File: src/rtl/dosc_pkg.sv
package dosc_pkg;

    typedef enum logic [2:0] {
        MC_LOWPWR = 3'd0,
        MC_LOWSPD = 3'd1,
        MC_HISPD  = 3'd2,
        MC_HALT   = 3'd3,
        MC_SLEEP  = 3'd4
    } mode_code_e;

    typedef enum logic [1:0] {
        SB_RUN   = 2'd0,
        SB_HALT  = 2'd1,
        SB_SLEEP = 2'd2
    } standby_e;

    // Run-mode configuration kept across standby
    typedef struct packed {
        logic fast_on;   // fast oscillator powered in run mode
        logic on_fast;   // CPU clocked from fast oscillator
    } run_cfg_t;

    // Requests sampled each cycle
    typedef struct packed {
        logic fast_en;
        logic sel_fast;
        logic halt;
        logic sleep;
        logic irq;
        logic wake_irq;
    } ctl_req_t;

    function automatic mode_code_e encode_mode(standby_e sb, run_cfg_t cfg);
        if (sb == SB_SLEEP)     return MC_SLEEP;
        else if (sb == SB_HALT) return MC_HALT;
        else if (cfg.on_fast)   return MC_HISPD;
        else if (cfg.fast_on)   return MC_LOWSPD;
        else                    return MC_LOWPWR;
    endfunction

endpackage

File: src/rtl/dosc_settle_ctr.sv
module dosc_settle_ctr #(
    parameter int SETTLE_TICKS = 8
) (
    input  logic clk,
    input  logic rst,
    input  logic osc_active,
    input  logic tick,
    output logic stable
);
    localparam int CNT_W = $clog2(SETTLE_TICKS + 1);
    localparam logic [CNT_W-1:0] LOAD_VAL = CNT_W'(SETTLE_TICKS);

    logic [CNT_W-1:0] cnt_q;

    always_ff @(posedge clk) begin
        if (rst || !osc_active) begin
            cnt_q <= LOAD_VAL;
        end else if (tick && cnt_q != '0) begin
            cnt_q <= cnt_q - 1'b1;
        end
    end

    assign stable = osc_active && (cnt_q == '0);

endmodule

File: src/rtl/dosc_mode_fsm.sv
module dosc_mode_fsm
    import dosc_pkg::*;
(
    input  logic     clk,
    input  logic     rst,
    input  ctl_req_t req,
    input  logic     stable,
    output standby_e sb,
    output run_cfg_t cfg
);
    standby_e sb_q, sb_n;
    run_cfg_t cfg_q, cfg_n;

    always_comb begin
        sb_n  = sb_q;
        cfg_n = cfg_q;
        unique case (sb_q)
            SB_RUN: begin
                if (req.sleep) begin
                    sb_n          = SB_SLEEP;
                    cfg_n.on_fast = 1'b0;
                end else if (req.halt) begin
                    sb_n = SB_HALT;
                end else begin
                    if (cfg_q.on_fast)
                        cfg_n.on_fast = req.sel_fast;
                    else
                        cfg_n.on_fast = req.sel_fast && cfg_q.fast_on && stable;
                    cfg_n.fast_on = req.fast_en || cfg_q.on_fast || cfg_n.on_fast;
                end
            end
            SB_HALT: begin
                if (req.irq || req.wake_irq) sb_n = SB_RUN;
            end
            SB_SLEEP: begin
                if (req.wake_irq) sb_n = SB_RUN;
            end
            default: sb_n = SB_RUN;
        endcase
    end

    always_ff @(posedge clk) begin
        if (rst) begin
            sb_q  <= SB_RUN;
            cfg_q <= '0;
        end else begin
            sb_q  <= sb_n;
            cfg_q <= cfg_n;
        end
    end

    assign sb  = sb_q;
    assign cfg = cfg_q;

endmodule

File: src/rtl/dosc_out_decode.sv
module dosc_out_decode
    import dosc_pkg::*;
(
    input  standby_e   sb,
    input  run_cfg_t   cfg,
    output logic       fast_osc_en,
    output logic       slow_osc_en,
    output logic       cpu_sel_fast,
    output logic       cpu_clk_gate,
    output logic [2:0] mode_code
);
    assign fast_osc_en  = cfg.fast_on && (sb != SB_SLEEP);
    assign slow_osc_en  = (sb != SB_SLEEP);
    assign cpu_sel_fast = cfg.on_fast;
    assign cpu_clk_gate = (sb == SB_RUN);
    assign mode_code    = encode_mode(sb, cfg);

endmodule

File: src/rtl/dual_osc_clkctl.sv
module dual_osc_clkctl
    import dosc_pkg::*;
#(
    parameter int SETTLE_TICKS = 8
) (
    input  logic       clk,
    input  logic       rst,
    input  logic       slow_tick,
    input  logic       fast_en_bit,
    input  logic       sel_fast_bit,
    input  logic       halt_evt,
    input  logic       sleep_evt,
    input  logic       irq_evt,
    input  logic       wake_irq_evt,
    output logic       fast_osc_en,
    output logic       slow_osc_en,
    output logic       cpu_sel_fast,
    output logic       cpu_clk_gate,
    output logic       fast_stable,
    output logic [2:0] mode_code
);
    ctl_req_t req;
    standby_e sb;
    run_cfg_t cfg;

    assign req = '{fast_en: fast_en_bit, sel_fast: sel_fast_bit, halt: halt_evt,
                   sleep: sleep_evt, irq: irq_evt, wake_irq: wake_irq_evt};

    dosc_mode_fsm u_fsm (
        .clk    (clk),
        .rst    (rst),
        .req    (req),
        .stable (fast_stable),
        .sb     (sb),
        .cfg    (cfg)
    );

    dosc_settle_ctr #(.SETTLE_TICKS(SETTLE_TICKS)) u_settle (
        .clk        (clk),
        .rst        (rst),
        .osc_active (fast_osc_en),
        .tick       (slow_tick),
        .stable     (fast_stable)
    );

    dosc_out_decode u_dec (
        .sb           (sb),
        .cfg          (cfg),
        .fast_osc_en  (fast_osc_en),
        .slow_osc_en  (slow_osc_en),
        .cpu_sel_fast (cpu_sel_fast),
        .cpu_clk_gate (cpu_clk_gate),
        .mode_code    (mode_code)
    );

endmodule

File: config.mk
export PLATFORM = sky130hd
export DESIGN_NAME = dual_osc_clkctl
export DESIGN_NICKNAME = d
export VERILOG_FILES = /design/src/rtl/dosc_pkg.sv /design/src/rtl/dosc_settle_ctr.sv /design/src/rtl/dosc_mode_fsm.sv /design/src/rtl/dosc_out_decode.sv /design/src/rtl/dual_osc_clkctl.sv
export SDC_FILE = /design/constraint.sdc
export NUM_CORES = 1
export LEC_CHECK = 0
export ABC_AREA = 1
export ABC_CLOCK_PERIOD_IN_PS = 1600
export CORE_AREA = 2 2 39 41
export DETAILED_ROUTE_END_ITERATION = 7
export DIE_AREA = 0 0 41 43
export GPL_ROUTABILITY_DRIVEN = 0
export PLACE_DENSITY_LB_ADDON = 0.05
export REMOVE_ABC_BUFFERS = 1
export SLEW_MARGIN = 20
export SYNTH_ARGS = -nofsm -noshare
export SYNTH_HDL_FRONTEND = slang
export SYNTH_SLANG_ARGS = --single-unit
File: constraint.sdc
create_clock -name clk -period 1.6 [get_ports clk]
set_clock_uncertainty 0.05 [all_clocks]
set_input_delay 0.24 -clock clk [delete_from_list [all_inputs] [get_ports clk]]
set_output_delay 0.24 -clock clk [all_outputs]
set_load 0.02 [all_outputs]
Word level (Yosys, flattened, before mapping)
Cells that the tools add are included.

word-level totals
  word-level logic and storage cells = 45
  register bits = 8
  output and inout bits = 8
  input port bits = 9

cells by class
  eq/ne operators = 7
  add/sub/neg operators = 1
  bitwise gates (word level) = 2
  reduce and logical (&&, ||, !) cells = 16
  muxes and demuxes = 15

operators with widths
  operator                                              count
  two-way mux 3 bit                                     3
  two-way mux 2 bit                                     4
  two-way mux 1 bit                                     7
  != test 2 bit (second input constant)                 3
  case mux 2 bit (3 select lines)                       1
  AND reduction 3 bit                                   2
  logical AND 1 bit                                     5
  logical NOT 4 bit                                     1
  logical OR 1 bit                                      4
  nonzero test 4 bit                                    1
  subtractor 4 x 1 -> 4 bit (second input constant)     1
  != test 3 bit (second input constant)                 1
  equality test 2 x 1 -> 1 bit (second input constant)  1
  equality test 2 bit (second input constant)           1
  logical NOT 2 bit                                     1
  != test 2 x 1 -> 1 bit (second input constant)        1
  NOT 1 bit                                             2
  AND reduction 2 bit                                   1
  logical NOT 1 bit                                     1

Logic depth before layout (Yosys ltp)
  word-level depth = 10
  depth in mapped cells = 8

Modules after synthesis
A second synthesis with hierarchy kept.

unflattened totals
  cell total of the unflattened synthesis = 85
  area, all modules = 528.0 sq um

modules (own cells, without submodules)
  module           cells an instance  area each (sq um)  seq. area each (sq um)  instances
  dosc_settle_ctr  37                 235.2              80.1                    1
  dosc_mode_fsm    35                 227.7              80.1                    1
  dosc_out_decode  13                 65.1               0.0                     1

Worst setup path after synthesis
No wires, ideal clock.

  path kind = register to output
  from = reg u_fsm.sb_q[0], in the netlist u_fsm.sb[0]
  to = out mode_code[0]
  path slack = 0.191 ns
  buffers on the path = 0
  cell stages (with the launch flop) = 5
  arrival = 1.119 ns
  cell sequence = dfxtp_1 > inv_2 > a21oi_2 > inv_2 > o21ai_1

between the ends
  word-level cells in the longest chain between the ends = 3

RTL lines
  what                          RTL line               RTL
  start: declaration            dosc_mode_fsm.sv:11    standby_e sb_q, sb_n;
  start signal: assignment      dosc_mode_fsm.sv:47    sb_q <= sb_n;
  equality test 2 x 1 -> 1 bit  dosc_pkg.sv:35         else if (sb == SB_HALT) return MC_HALT;
  two-way mux 3 bit             dosc_pkg.sv:35
  two-way mux 3 bit (*)         dosc_pkg.sv:34         if (sb == SB_SLEEP) return MC_SLEEP;
  end: declaration              dual_osc_clkctl.sv:20  output logic [2:0] mode_code

Mark *: on every way between the ends. The rest lies on a longest branch, timed or not.

Final worst setup path
  from = reg u_fsm.sb_q[0], in the netlist u_fsm.sb[0]
  to = out fast_osc_en

between the ends
  word-level cells in the longest chain between the ends = 2

RTL lines
  what               RTL line               RTL
  != test 2 bit      dosc_out_decode.sv:12  assign fast_osc_en = cfg.fast_on && (sb != SB_SLEEP);
  logical AND 1 bit  dosc_out_decode.sv:12
  end: declaration   dual_osc_clkctl.sv:15  output logic fast_osc_en,

No other way between the ends.

==> results.json <==
{
  "synth-simple-area-share": 0.320,
  "synth_area_leader_cell": "dfxtp_1",
  "drt_pre_antenna_iters": 3,
  "top_level_ports": 17,
  "finish.net_count": 115,
  "vias_per_cell": 4.42,
  "r2r_setup_slack_ps": 230,
  "wire_per_inst_um": 9.56,
  "p_leak_uw": 0.000376,
  "grt_usage": 0.152,
  "synth_compound_area_frac": 0.132,
  "cts.sinks": 8,
  "synth_top_family_by_area": "simple AND/OR/NAND/NOR gates",
  "synthToLayoutAreaGrowth_pct": 57.4,
  "grt_pass1_wl_mm": 1.77,
  "cp_data_arrival_time_ps": 1230,
  "routed_wl_mm": 1.13,
  "fmax_mhz": 659,
  "post_cts_buffers": 0,
  "die_h_um": 43,
  "worst_slack_ps": 81.9,
  "final.period_utilization": 0.949,
  "postCtsHoldBufs": 0,
  "yosys_warnings": 0,
  "overflow": 0,
  "tritoncts": "built",
  "fin_util": 0.538,
  "seq_area_frac_synth": 0.339,
  "drc": 0,
  "critical_path.startpoint_type": "register",
  "synthesis.area_sq_um": 473,
  "start_util": 0.342,
  "hold_class": "reg2reg",
  "synthMuxAreaShare": 0,
  "core_area_sq_um": 1380,
  "p_per_area_nw_per_um2": 636,
  "root_buffer": "clkbuf_4",
  "place_ws_ps": -126,
  "finalHoldViolCount": 0,
  "io_buffers": 16,
  "grt_max_degree": 6,
  "synth.distinct_cells": 15,
  "synth_xor_area_frac": 0.0370,
  "ctsResizeCount": 12,
  "path_class": "reg2out",
  "synth-seq-cells": 8,
  "die_w_um": 41,
  "postRouteAntennaNets": 0,
  "synthTopCellsByArea": "dfxtp_1 34%, nand2_1 17%, inv_1 8.7%",
  "grt_pass1_vias": 476,
  "vias": 521,
  "cts.clk_slew.worst_paths_ps": 50,
  "antenna_found_initial": 0,
  "worst_pin_slew_ps": 336,
  "min_period_ps": 1520,
  "ir_drop_v": 0.000407,
  "endpoint_kind": "output pin",
  "hpwlAfterDp_um": 946,
  "drive_gt1_frac": 0.235,
  "synth_top_area_share": 0.339,
  "antenna_cells": 0,
  "rsz0062_at_grt": "no",
  "cap_violations": 0,
  "setup_viol_count_final": 0,
  "cts_buffers": 3,
  "path_max_fanout": 3,
  "htree_num_levels": 1,
  "status": "complete, no violations",
  "dieArea_sq_um": 1760,
  "synth-adder-area-share": 0.0529,
  "syn_inst": 73,
  "clk_latency_ps": 250,
  "rows": 14,
  "clockBufferDepth": 2,
  "slew_headroom": 0.775,
  "first_iter_violations": 7,
  "required_ps": 1310,
  "drv_slew": 0,
  "syn_area_per_cell_sq_um": 6.48
}
==> area by class of cell <==
class | count | area [sq um]
timing repair buffer | 26 | 226
tap | 16 | 20.0
fill | 153 | 639
multi-input combinational | 50 | 259
inverter | 15 | 56.3
clock buffer | 3 | 22.5
sequential | 8 | 160
==> layout by cell type, fill, tap and decap left out <==
cell | Yosys | routed
nand2_1 | 21 | 21
inv_1 | 11 | 11
buf_4 | 0 | 11
clkdlybuf4s50_1 | 0 | 8
dfxtp_1 | 8 | 8
a21oi_1 | 6 | 6
nor2_1 | 6 | 5
inv_2 | 4 | 4
nand3_1 | 4 | 4
o21ai_1 | 3 | 3
clkbuf_4 | 0 | 3
dlygate4sd2_1 | 0 | 3
a21oi_2 | 2 | 2
nor2_2 | 1 | 2
or2_1 | 2 | 2
ha_1 | 2 | 2
clkdlybuf4s15_1 | 0 | 2
xor2_1 | 1 | 1
nor2_4 | 1 | 1
xnor2_1 | 1 | 1
dlymetal6s2s_1 | 0 | 1
buf_2 | 0 | 1
==> worst paths after layout <==
kind / from / end / cells after the start
worst min-delay path: u_settle.cnt_q[0] / u_settle.cnt_q[0] / 2
worst max register to register: u_settle.cnt_q[0] / u_settle.cnt_q[0] / 7
worst min register to register: u_settle.cnt_q[0] / u_settle.cnt_q[0] / 2
worst max-delay path: u_fsm.sb[0] / fast_osc_en / 4
==> stage by stage <==
stage	hold WS (ps)	total power, uW	std cells	TNS (ps)	instance area (sq um)
3_5_place_dp	420	339	115	-159	728
4_1_cts	428	485	118	0	741
5_1_grt	445	507	118	0	744
2_1_floorplan	259	270	73	0	473
6_report	421	473	118	0	744
3_3_place_gp	406	338	115	-118	728
==> power by group <==
part | leakage, uW | internal (uW) | switching [uW] | total, uW
Sequential | 0.0000650 | 206 | 4.74 | 210
Clock | 0.0000138 | 85.4 | 61.9 | 147
Combinational | 0.000297 | 56.7 | 58.8 | 115
Total | 0.000376 | 348 | 125 | 473
==> flip-flops by register name, summed over array words and instances, names as in the netlist <==
register / cells
u_fsm.cfg: 2
u_fsm.sb: 2
u_settle.cnt_q: 4
==> cells by family (layout without fill, tap and decap cells) <==
kind of cell | after synthesis | in the layout
AO/OA/AOI/OAI | 11 | 11
flip-flops | 8 | 8
AND/OR/NAND/NOR | 35 | 35
buffers and inverters | 15 | 44
XOR/XNOR | 2 | 2
adder cells (fa/ha/maj) | 2 | 2
==> cells in the mapped netlist, drive strengths merged <==
library cell / n
nor2: 8
dfxtp: 8
xnor2: 1
a21oi: 8
ha: 2
nand2: 21
nand3: 4
o21ai: 3
or2: 2
inv: 15
xor2: 1
==> worst max-delay path, stage by stage (launching register included) <==
cell	delay, ps
dfxtp_1	340
inv_2	50
a21oi_2	170
buf_4	130
clkdlybuf4s15_1	280
==> per-layer routing <==
metal / up-vias / wire (um) / global-route usage
met1: 223 / 471 / 0.156
li1: 283 / - / -
met3: 2 / 64 / 0.0157
met2: 13 / 582 / 0.256
met5: - / 0 / 0
met4: 0 / 10 / 0.120
(Power assumes the default switching activity.)
